**src/rtl/cmdstream_pkg.sv**
```systemverilog
package cmdstream_pkg;
   localparam int WORD_W = 32;
   localparam int PRM_W  = 16;
   localparam int OPC_W  = 10;

   localparam logic [OPC_W-1:0] OPC_STOP  = 10'h000;
   localparam logic [OPC_W-1:0] OPC_CONV  = 10'h002;
   localparam logic [OPC_W-1:0] OPC_DWISE = 10'h003;
   localparam logic [OPC_W-1:0] OPC_POOL  = 10'h005;
   localparam logic [OPC_W-1:0] OPC_ELTW  = 10'h006;
   localparam logic [OPC_W-1:0] OPC_DMA   = 10'h010;
   localparam logic [OPC_W-1:0] OPC_DWAIT = 10'h011;
   localparam logic [OPC_W-1:0] OPC_KWAIT = 10'h012;

   typedef enum logic [2:0] {
      OPK_CONV = 3'd0, OPK_DWISE = 3'd1, OPK_POOL = 3'd2,
      OPK_ELTW = 3'd3, OPK_DMA = 3'd4
   } op_kind_e;

   typedef enum logic [2:0] {
      CL_SETN, CL_HDRW, CL_OP, CL_WAITK, CL_WAITD, CL_STOP, CL_BAD, CL_NOP
   } cls_e;

   typedef enum logic [2:0] {
      ST_HDR, ST_PAY, ST_OP, ST_WAIT, ST_DONE, ST_ERR
   } dec_state_e;

   typedef struct packed {
      cls_e              cls;
      op_kind_e          kind;
      logic [OPC_W-1:0]  opc;
      logic [PRM_W-1:0]  prm;
   } hdr_info_t;
endpackage

```
**src/rtl/cs_header_decode.sv**
```systemverilog
module cs_header_decode
   import cmdstream_pkg::*;
(
   input  logic [WORD_W-1:0] word,
   output hdr_info_t         info
);
   logic [1:0]       mode;
   logic [OPC_W-1:0] opc;
   logic [3:0]       unused_code_bits;

   assign mode             = word[15:14];
   assign opc              = word[OPC_W-1:0];
   assign unused_code_bits = word[13:10];

   always_comb begin
      info.opc  = opc;
      info.prm  = word[WORD_W-1:16];
      info.kind = OPK_CONV;
      info.cls  = CL_NOP;
      if (mode[1]) begin
         info.cls = CL_BAD;
      end else if (mode[0]) begin
         info.cls = CL_HDRW;
      end else if (opc[OPC_W-1:8] != '0) begin
         info.cls = CL_SETN;
      end else begin
         unique case (opc)
            OPC_STOP:  info.cls = CL_STOP;
            OPC_CONV:  begin info.cls = CL_OP; info.kind = OPK_CONV;  end
            OPC_DWISE: begin info.cls = CL_OP; info.kind = OPK_DWISE; end
            OPC_POOL:  begin info.cls = CL_OP; info.kind = OPK_POOL;  end
            OPC_ELTW:  begin info.cls = CL_OP; info.kind = OPK_ELTW;  end
            OPC_DMA:   begin info.cls = CL_OP; info.kind = OPK_DMA;   end
            OPC_DWAIT: info.cls = CL_WAITD;
            OPC_KWAIT: info.cls = CL_WAITK;
            default:   info.cls = CL_NOP;
         endcase
      end
   end
endmodule

```
**src/rtl/cs_outstanding.sv**
```systemverilog
module cs_outstanding #(
   parameter int W = 5
) (
   input  logic         clk,
   input  logic         rst_n,
   input  logic         inc,
   input  logic         dec,
   output logic [W-1:0] count
);
   localparam logic [W-1:0] CNT_MAX = '1;

   always_ff @(posedge clk or negedge rst_n) begin
      if (!rst_n)           count <= '0;
      else if (inc && !dec) count <= count + 1'b1;
      else if (dec && !inc) count <= count - 1'b1;
   end


   no_overflow_chk: assert property (@(posedge clk) disable iff (!rst_n)
      (inc && !dec) |-> (count != CNT_MAX));


   no_underflow_chk: assert property (@(posedge clk) disable iff (!rst_n)
      (dec && !inc) |-> (count != '0));
endmodule

```
**src/rtl/cmdstream_decoder.sv**
```systemverilog
module cmdstream_decoder
   import cmdstream_pkg::*;
#(
   parameter int CNT_W     = 5,
   parameter int KWAIT_MAX = 3,
   parameter int DWAIT_MAX = 15
) (
   input  logic              clk,
   input  logic              rst_n,
   input  logic              in_valid,
   input  logic [31:0]       in_word,
   output logic              in_ready,
   output logic              reg_wr_en,
   output logic              reg_wr_wide,
   output logic [9:0]        reg_wr_addr,
   output logic [31:0]       reg_wr_data,
   output logic [15:0]       reg_wr_aux,
   output logic              op_start,
   output logic [2:0]        op_kind,
   output logic [15:0]       op_param,
   input  logic              op_ack,
   input  logic              kernel_done,
   input  logic              dma_done,
   output logic              stalled,
   output logic              done,
   output logic              error
);
   localparam int NCTR    = 2;
   localparam int IDX_KRN = 0;
   localparam int IDX_DMA = 1;

   initial begin
      cnt_width_chk: assert (CNT_W <= PRM_W && ((1 << CNT_W) - 1) >= DWAIT_MAX
                             && DWAIT_MAX >= KWAIT_MAX)
         else $error("CNT_W too small for wait limits");
   end

   dec_state_e        state;
   hdr_info_t         info;
   logic              acc;
   logic [OPC_W-1:0]  pend_opc;
   logic [PRM_W-1:0]  pend_prm;
   op_kind_e          kind_q;
   logic [PRM_W-1:0]  param_q;
   logic              wait_dma;
   logic [CNT_W-1:0]  wait_lim;
   logic [CNT_W-1:0]  lim_k, lim_d, sel_cnt;
   logic              wait_ok;
   logic [NCTR-1:0]   ctr_inc, ctr_dec;
   logic [CNT_W-1:0]  ctr_cnt [NCTR];

   cs_header_decode u_hdr (.word(in_word), .info(info));

   assign acc   = in_valid && in_ready;
   assign lim_k = (info.prm > PRM_W'(KWAIT_MAX)) ? CNT_W'(KWAIT_MAX) : CNT_W'(info.prm);
   assign lim_d = (info.prm > PRM_W'(DWAIT_MAX)) ? CNT_W'(DWAIT_MAX) : CNT_W'(info.prm);

   assign ctr_inc[IDX_KRN] = op_start && op_ack && (kind_q != OPK_DMA);
   assign ctr_inc[IDX_DMA] = op_start && op_ack && (kind_q == OPK_DMA);
   assign ctr_dec[IDX_KRN] = kernel_done;
   assign ctr_dec[IDX_DMA] = dma_done;

   for (genvar gi = 0; gi < NCTR; gi++) begin : g_ctr
      cs_outstanding #(.W(CNT_W)) u_ctr (
         .clk   (clk),
         .rst_n (rst_n),
         .inc   (ctr_inc[gi]),
         .dec   (ctr_dec[gi]),
         .count (ctr_cnt[gi])
      );
   end

   assign sel_cnt = wait_dma ? ctr_cnt[IDX_DMA] : ctr_cnt[IDX_KRN];
   assign wait_ok = (sel_cnt <= wait_lim);

   always_ff @(posedge clk or negedge rst_n) begin
      if (!rst_n) begin
         state       <= ST_HDR;
         reg_wr_en   <= 1'b0;
         reg_wr_wide <= 1'b0;
         reg_wr_addr <= '0;
         reg_wr_data <= '0;
         reg_wr_aux  <= '0;
         pend_opc    <= '0;
         pend_prm    <= '0;
         kind_q      <= OPK_CONV;
         param_q     <= '0;
         wait_dma    <= 1'b0;
         wait_lim    <= '0;
      end else begin
         reg_wr_en <= 1'b0;
         unique case (state)
            ST_HDR: if (acc) begin
               unique case (info.cls)
                  CL_SETN: begin
                     reg_wr_en   <= 1'b1;
                     reg_wr_wide <= 1'b0;
                     reg_wr_addr <= info.opc;
                     reg_wr_data <= {16'h0, info.prm};
                     reg_wr_aux  <= '0;
                  end
                  CL_HDRW: begin
                     pend_opc <= info.opc;
                     pend_prm <= info.prm;
                     state    <= ST_PAY;
                  end
                  CL_OP: begin
                     kind_q  <= info.kind;
                     param_q <= info.prm;
                     state   <= ST_OP;
                  end
                  CL_WAITK: begin
                     wait_dma <= 1'b0;
                     wait_lim <= lim_k;
                     state    <= ST_WAIT;
                  end
                  CL_WAITD: begin
                     wait_dma <= 1'b1;
                     wait_lim <= lim_d;
                     state    <= ST_WAIT;
                  end
                  CL_STOP: state <= ST_DONE;
                  CL_BAD:  state <= ST_ERR;
                  default: ;
               endcase
            end
            ST_PAY: if (acc) begin
               reg_wr_en   <= 1'b1;
               reg_wr_wide <= 1'b1;
               reg_wr_addr <= pend_opc;
               reg_wr_data <= in_word;
               reg_wr_aux  <= pend_prm;
               state       <= ST_HDR;
            end
            ST_OP:   if (op_ack) state <= ST_HDR;
            ST_WAIT: if (wait_ok) state <= ST_HDR;
            default: ;
         endcase
      end
   end

   assign in_ready = (state == ST_HDR) || (state == ST_PAY);
   assign op_start = (state == ST_OP);
   assign op_kind  = kind_q;
   assign op_param = param_q;
   assign stalled  = (state == ST_WAIT) && !wait_ok;
   assign done     = (state == ST_DONE);
   assign error    = (state == ST_ERR);


   op_hold_chk: assert property (@(posedge clk) disable iff (!rst_n)
      (op_start && !op_ack) |=> (op_start && $stable(op_param) && $stable(op_kind)));


   stall_ready_chk: assert property (@(posedge clk) disable iff (!rst_n)
      (stalled || op_start) |-> !in_ready);


   done_sticky_chk: assert property (@(posedge clk) disable iff (!rst_n)
      done |=> (done && !in_ready && !op_start));


   err_sticky_chk: assert property (@(posedge clk) disable iff (!rst_n)
      error |=> (error && !in_ready && !reg_wr_en));


   pay_write_chk: assert property (@(posedge clk) disable iff (!rst_n)
      (reg_wr_en && reg_wr_wide) |-> $past(in_valid));
endmodule

```
**config.mk**
```make
export PLATFORM = sky130hd
export DESIGN_NAME = cmdstream_decoder
export DESIGN_NICKNAME = d
export VERILOG_FILES = /design/src/rtl/cmdstream_pkg.sv /design/src/rtl/cs_header_decode.sv /design/src/rtl/cs_outstanding.sv /design/src/rtl/cmdstream_decoder.sv
export SDC_FILE = /design/constraint.sdc
export NUM_CORES = 1
export LEC_CHECK = 0
export ABC_CLOCK_PERIOD_IN_PS = 5200
export CORE_ASPECT_RATIO = 1.4
export CORE_MARGIN = 4
export CORE_UTILIZATION = 35
export DETAILED_ROUTE_END_ITERATION = 7
export PLACE_DENSITY = 0.66
export RECOVER_POWER = 50
export SETUP_SLACK_MARGIN = 0.3
export SLEW_MARGIN = 40
export SYNTH_ARGS = -nofsm -noshare
export SYNTH_HDL_FRONTEND = slang
export SYNTH_SLANG_ARGS = --single-unit
```
**constraint.sdc**
```tcl
create_clock -name clk -period 5.2 [get_ports clk]
set_input_delay 0.78 -clock clk [delete_from_list [all_inputs] [get_ports clk]]
set_output_delay 0.78 -clock clk [all_outputs]
set_load 0.05 [all_outputs]
```
**After elaboration in Yosys (flattened, before gate mapping)**

Index checks and enable logic that the tools add are counted.

- Register bits: 124
- Bits of input ports: 38
- Output and inout bits: 84
- Word-level logic and storage cells: 121

- $add $sub $neg: 4
- Magnitude comparators: 3
- Equality and inequality tests: 26
- Multiplexer cells: 43
- Reductions and logical operators: 31

Operators with widths:

| cell | count |
|---|---|
| 32-bit two-way mux | 3 |
| 32-bit one-hot mux with 2 select lines | 1 |
| 16-bit two-way mux | 3 |
| 3-bit one-hot mux with 4 select lines | 3 |
| 5-bit two-way mux | 7 |
| 16-bit one-hot mux with 2 select lines | 1 |
| 10-bit by 5-bit equality test with 1-bit output (second input constant) | 3 |
| 10-bit two-way mux | 3 |
| 3-bit two-way mux | 10 |
| 10-bit by 2-bit equality test with 1-bit output (second input constant) | 2 |
| 10-bit by 3-bit equality test with 1-bit output (second input constant) | 2 |
| 10-bit one-hot mux with 2 select lines | 1 |
| 3-bit equality test (second input constant) | 6 |
| 16-bit by 2-bit > comparator with 1-bit output (second input constant) | 1 |
| 16-bit by 4-bit > comparator with 1-bit output (second input constant) | 1 |
| 3-bit one-hot mux with 5 select lines | 1 |
| 3-bit by 2-bit equality test with 1-bit output (second input constant) | 4 |
| 5-bit by 1-bit adder with 5-bit output (second input constant) | 2 |
| 10-bit zero test | 1 |
| 5-bit one-hot mux with 2 select lines | 1 |
| 2-bit nonzero test | 5 |
| 5-bit by 1-bit subtractor with 5-bit output (second input constant) | 2 |
| 1-bit logical AND | 9 |
| 3-bit AND reduction | 3 |
| other kinds (16) | 32 |

**Longest topological paths before layout**

- Word-level depth: 11
- Depth in mapped cells: 12
- Gate-level depth less buffers: 11

**By module**

From an unflattened synthesis, not the netlist that was laid out.

- Cells, all modules: 498
- Area, all modules: 6098.3 µm²

Modules (own cells, without submodules):

| module | instances | cells an instance | area each (µm²) | seq. area each (µm²) |
|---|---|---|---|---|
| cmdstream_decoder | 1 | 369 | 4949.7 | 2852.7 |
| cs_header_decode | 1 | 57 | 421.7 | 0.0 |
| cs_outstanding at g_ctr[0].u_ctr | 1 | 39 | 391.6 | 125.1 |
| cs_outstanding at g_ctr[1].u_ctr | 1 | 33 | 335.3 | 125.1 |

**Worst setup path after synthesis**

Ideal clock, no wire load.

- Path type: register to register
- From: register state[1]
- To: register g_ctr[0].u_ctr.count[4]
- Library setup time: 0.125 ns
- Arrival time: 3.482 ns
- Data required time: 5.075 ns
- Setup slack: 1.593 ns
- Cell stages (with the launch flop): 13
- Buffers on the path: 1
- Period minus slack after synthesis: 3.607 ns
- Cells stage by stage: dfrtp_1 -> clkbuf_1 -> nor3b_1 -> nand2_1 -> a21oi_1 -> ha_1 -> inv_1 -> fa_1 -> a21o_1 -> a21oi_1 -> xnor2_1 -> nor2_1 -> xor2_1

- Word-level cells in the longest chain between the ends: 6
- Elaborated cells on any way between the ends: 8
- Classes of those cells: eq/ne: 1; mux: 1; reduce/logical: 6

RTL lines:

| what | RTL line | source |
|---|---|---|
| from (decl) | cmdstream_decoder.sv:38 | `dec_state_e state;` |
| from (signal assigned) | cmdstream_decoder.sv:78 | `state <= ST_HDR;` |
| from (signal assigned) | cmdstream_decoder.sv:105 | `state <= ST_PAY;` |
| from (signal assigned) | cmdstream_decoder.sv:110 | `state <= ST_OP;` |
| 3-bit by 2-bit equality test with 1-bit output (*) | cmdstream_decoder.sv:143 | `assign op_start = (state == ST_OP);` |
| named net op_start | cmdstream_decoder.sv:18 | `output logic op_start,` |
| 1-bit logical AND (*) (2 in series) | cmdstream_decoder.sv:58 | `assign ctr_inc[IDX_KRN] = op_start && op_ack && (kind_q != OPK_DMA);` |
| 1-bit zero test | cs_outstanding.sv:15 | `else if (dec && !inc) count <= count - 1'b1;` |
| 1-bit logical AND | cs_outstanding.sv:15 |  |
| 2-bit nonzero test (no source line) | - |  |
| to (signal assigned) | cs_outstanding.sv:14 | `else if (inc && !dec) count <= count + 1'b1;` |
| to (signal assigned) | cs_outstanding.sv:15 |  |
| to (decl) | cs_outstanding.sv:8 | `output logic [W-1:0] count` |

The timed path passes the listed nets; every way through them passes the cells marked *.
A chain may end at the register's enable or synchronous reset.

**Worst setup path after layout**

- From: register wait_dma
- To: output stalled

- Word-level cells in the longest chain between the ends: 4

RTL lines:

| what | RTL line | source |
|---|---|---|
| from (decl) | cmdstream_decoder.sv:45 | `logic wait_dma;` |
| from (signal assigned) | cmdstream_decoder.sv:88 | `wait_dma <= 1'b0;` |
| from (signal assigned) | cmdstream_decoder.sv:113 | `wait_dma <= 1'b0;` |
| from (signal assigned) | cmdstream_decoder.sv:118 | `wait_dma <= 1'b1;` |
| 5-bit two-way mux | cmdstream_decoder.sv:73 | `assign sel_cnt = wait_dma ? ctr_cnt[IDX_DMA] : ctr_cnt[IDX_KRN];` |
| 5-bit less-or-equal comparator | cmdstream_decoder.sv:74 | `assign wait_ok = (sel_cnt <= wait_lim);` |
| 1-bit zero test | cmdstream_decoder.sv:146 | `assign stalled = (state == ST_WAIT) && !wait_ok;` |
| 1-bit logical AND | cmdstream_decoder.sv:146 |  |
| to (decl) | cmdstream_decoder.sv:24 | `output logic stalled,` |

No other way between the ends.

==> impl_results.rst <==
.. list-table::
   :header-rows: 1

   * - Metric
     - Value
   * - Run status
     - finished with violations
   * - Failing checks
     - max-capacitance violations, max-slew violations
   * - Maximum number of pins on one net before global-route repair
     - 67
   * - Highest fanout seen on the critical path
     - 6
   * - CTS hold repair buffers
     - 0
   * - Commonest non-fill, non-tap cell in the layout
     - dfrtp_1
   * - Post-layout min period
     - 3.74 ns
   * - Fraction of power consumed by combinational cells
     - 0.127
   * - Detailed placement HPWL
     - 10,600 microns
   * - Antenna Cells
     - 0
   * - Number of distinct library cells after synthesis
     - 55
   * - Vertical die dimension
     - 162 microns
   * - Nets@finish
     - 615
   * - Crit share post-route
     - 0.720
   * - DP Worst Slack
     - 1.41 ns
   * - Relative max-transition margin
     - -1.28
   * - Placement row count
     - 55
   * - Clock Sink Count
     - 124
   * - Warnings, synthesis
     - 0
   * - Highest cell delay on the worst timing path
     - 0.85 ns
   * - Power share of the clock group
     - 0.465
   * - Clk root buf
     - clkbuf_16
   * - Sum Neg Setup Slack
     - 0 ns
   * - Required time of the critical path
     - 4.42 ns
   * - Sequential share of power
     - 0.408
   * - Clk Latency, worst-skew pair
     - 0.40 ns
   * - Final setup margin
     - 1.46 ns
   * - Pins Over Slew Limit
     - 126
   * - Peak clock frequency supported by timing
     - 267 MHz
   * - Residual DRC count
     - 0
   * - Via count of the first global-routing pass
     - 4,474
   * - Die area
     - 19,000 sq um
   * - Post-route antenna net violation count
     - 0
   * - Via density
     - 5.22
   * - Overflow left after global routing
     - 0
   * - Count of instances resized after the clock tree is built
     - 0
   * - Clock slew seen by the registers of the worst setup and hold paths
     - 0.05 ns
   * - PwrDens
     - 330 nW/um^2
   * - Final std cells w/o fill
     - 773
   * - Count of final hold-check violations
     - 0
   * - Total via count after detailed routing
     - 4,033
   * - Class of the worst hold path
     - reg -> reg
   * - Sequence of cells on the critical path
     - mux2_2 > ha_1 > and3_1 > nand3_1 > nand4_1 > a21oi_1 > clkdlybuf4s50_1
   * - Post-placement cell count
     - 742
   * - Number of enable flip-flop cells after synthesis
     - 0
   * - Final clock skew
     - 0.00641 ns
   * - Count of mapped cells out of synthesis
     - 444
   * - Final setup violation count
     - 0
   * - Number of setup buffers added after CTS
     - 0
   * - Critical Path End Type
     - output port
   * - Filler Cells Inserted
     - 1,457
   * - Sw Pwr
     - 0.640 mW
   * - Max_cap viols
     - 2
   * - Worst-margin pin slew
     - 3.42 ns
   * - Crit path launch type
     - flop
   * - WP buf/inv
     - 1
   * - Signed area change from the synthesized netlist to the final layout
     - 32.7%
   * - Synth Cell Area
     - 5900 sq um
   * - Crit path max-delay family
     - buffers and inverters
   * - Worst supply voltage drop on vdd
     - 150 uV
   * - Library cell contributing the largest single delay on the critical path
     - clkdlybuf4s50_1
   * - Initial DRT Pass Iterations
     - 4
   * - Post-synthesis async set-or-reset flop share
     - 1.00
   * - Most instantiated flip-flop cell in the synthesis netlist
     - dfrtp_1
   * - Cell Int Power
     - 1.94 mW
   * - Number of antenna violations at the first check in global routing
     - 0
   * - Mapped Avg Cell Area
     - 13.3 sq um
   * - Standby leakage power
     - 3.72 nW
   * - Final routed wire length divided by cell count
     - 19.5 microns
   * - Highest-count cells in the layout ignoring fill and taps
     - dfrtp_1, clkdlybuf4s50_1, mux2_2, dlygate4sd3_1, a22o_1
   * - Clock tree from TritonCTS
     - built
   * - Starting Density
     - 0.360
   * - Endpoint arrival time on the critical path
     - 2.96 ns
   * - Number of violations reported at the end of detailed-routing iteration 0
     - 212
   * - RSZ-0062 raised after global routing
     - no
   * - Sequential share of the synthesized area
     - 0.526
   * - Inserted Clock Buffers
     - 17
   * - All-Layer GR Usage
     - 0.165
   * - I/O Buffers
     - 121
   * - Global placement routability congestion
     - 0.827
   * - First-pass GRT wire length
     - 24,800 microns
   * - Count of pins on the block boundary
     - 122
   * - Maximum clock path buffer count
     - 2
   * - Share of layout cells above drive strength 1
     - 0.221
   * - Total of flip-flops plus latches after synthesis
     - 124
   * - Fraction of power spent switching nets
     - 0.248
   * - Final WL
     - 15,100 microns
   * - Die Width
     - 118 microns
   * - Synth Net Count
     - 497
   * - Core footprint
     - 16,400 sq um
   * - Start-to-end type of the worst setup path
     - reg -> out
   * - Number of levels the H-tree was split into
     - 4
[cells in the mapped netlist (2+ instances only)]
cell        n  area share
dfrtp_1   124        0.53
mux2_2     59        0.11
a22o_1     32       0.048
mux2_1     26       0.050
mux2_4     16       0.041
nand2_1    15      0.0095
clkbuf_1   14      0.0089
a21oi_1    13       0.011
ha_1       13       0.028
inv_1      12      0.0076
nor2_1     12      0.0076
o21ai_0    10      0.0085
buf_6       8       0.015
xnor2_1     8       0.012
a21o_1      7      0.0089
nand2b_1    6      0.0064
nor4_1      6      0.0064
xor2_1      6      0.0089
nand3_1     4      0.0034
buf_2       3      0.0025
nor3b_1     3      0.0038
o31ai_1     3      0.0038
a21bo_2     2      0.0034
and3_1      2      0.0021
buf_4       2      0.0025
fa_1        2      0.0068
nand2_2     2      0.0021
nand3b_1    2      0.0025
nand4_1     2      0.0021
nor3_1      2      0.0017
o21ai_2     2      0.0030
o41ai_1     2      0.0030
or3_1       2      0.0021
[final cells by class]
cell class,count,area (sq um),share of cell area
clock buffers,18,439,0.0561
well taps,199,249,0.0318
flip-flops and latches,124,3100,0.396
multi-input cells,280,2580,0.330
inverters,12,45.0,0.00575
clock inverters,13,165,0.0211
repair buffers,127,1240,0.159
[routing by layer]
metal | up-vias | track usage | routed length (microns)
li1 | 1856 | - | -
met3 | 17 | 0.0431 | 785
met5 | - | 0 | 0
met4 | 0 | 0.0651 | 255
met2 | 121 | 0.280 | 7690
met1 | 2039 | 0.200 | 6370
[cell families (layout without fill, tap and decap cells)]
family,count (synthesis),in the layout,share of synthesized area
DFF,124,124,0.526
muxes,102,102,0.205
AOI/OAI and AO/OA,83,83,0.112
and+or+nand+nor,66,66,0.0641
buffers and inverters,40,170,0.0375
adders and majority gates,15,15,0.0344
xor gates and xnor gates,14,14,0.0208
[sequential cells by signal, indices dropped and copies added, names as in the netlist]
| name | cells |
|---|---|
| pend_prm | 16 |
| state | 3 |
| reg_wr_en | 1 |
| pend_opc | 10 |
| g_ctr.u_ctr.count | 10 |
| wait_lim | 5 |
| op_param | 16 |
| reg_wr_data | 32 |
| wait_dma | 1 |
| op_kind | 3 |
| reg_wr_addr | 10 |
| reg_wr_aux | 16 |
| reg_wr_wide | 1 |
[through the flow]
step	hold WS (ns)	power, mW	cell area, sq um	util
CTS	0.475	2.62	7840	0.479
finish	0.471	2.58	7830	0.478
global route	0.496	2.70	7830	0.478
global placement	0.468	1.38	7230	0.442
detailed placement	0.465	1.40	7230	0.442
floorplan	0.436	1.28	5900	-
[path summary, 6_finish.rpt]
kind | from | to | slack (ns) | cells past startpoint
setup / recovery | wait_dma | stalled | 1.46 | 7
hold / removal | g_ctr[1].u_ctr.count[4] | g_ctr[1].u_ctr.count[4] | 0.47 | 1
setup reg to reg | state[1] | g_ctr[0].u_ctr.count[4] | 2.42 | 11
hold reg to reg | g_ctr[1].u_ctr.count[4] | g_ctr[1].u_ctr.count[4] | 0.47 | 1
max in group asynchronous | rst_n | reg_wr_data[26] | 1.60 | 2
min in group asynchronous | rst_n | op_kind[0] | 1.54 | 2
[power by group through the flow]
stage | Combinational [mW] | Clock (mW) | Sequential [mW]
final | 0.327 | 1.20 | 1.05
after global routing | 0.372 | 1.27 | 1.06
after CTS | 0.332 | 1.23 | 1.05
after detailed placement | 0.327 | 0 | 1.07
after global placement | 0.313 | 0 | 1.07
after floorplan | 0.221 | 0 | 1.05
No activity file was read; power rests on OpenSTA's default activity.
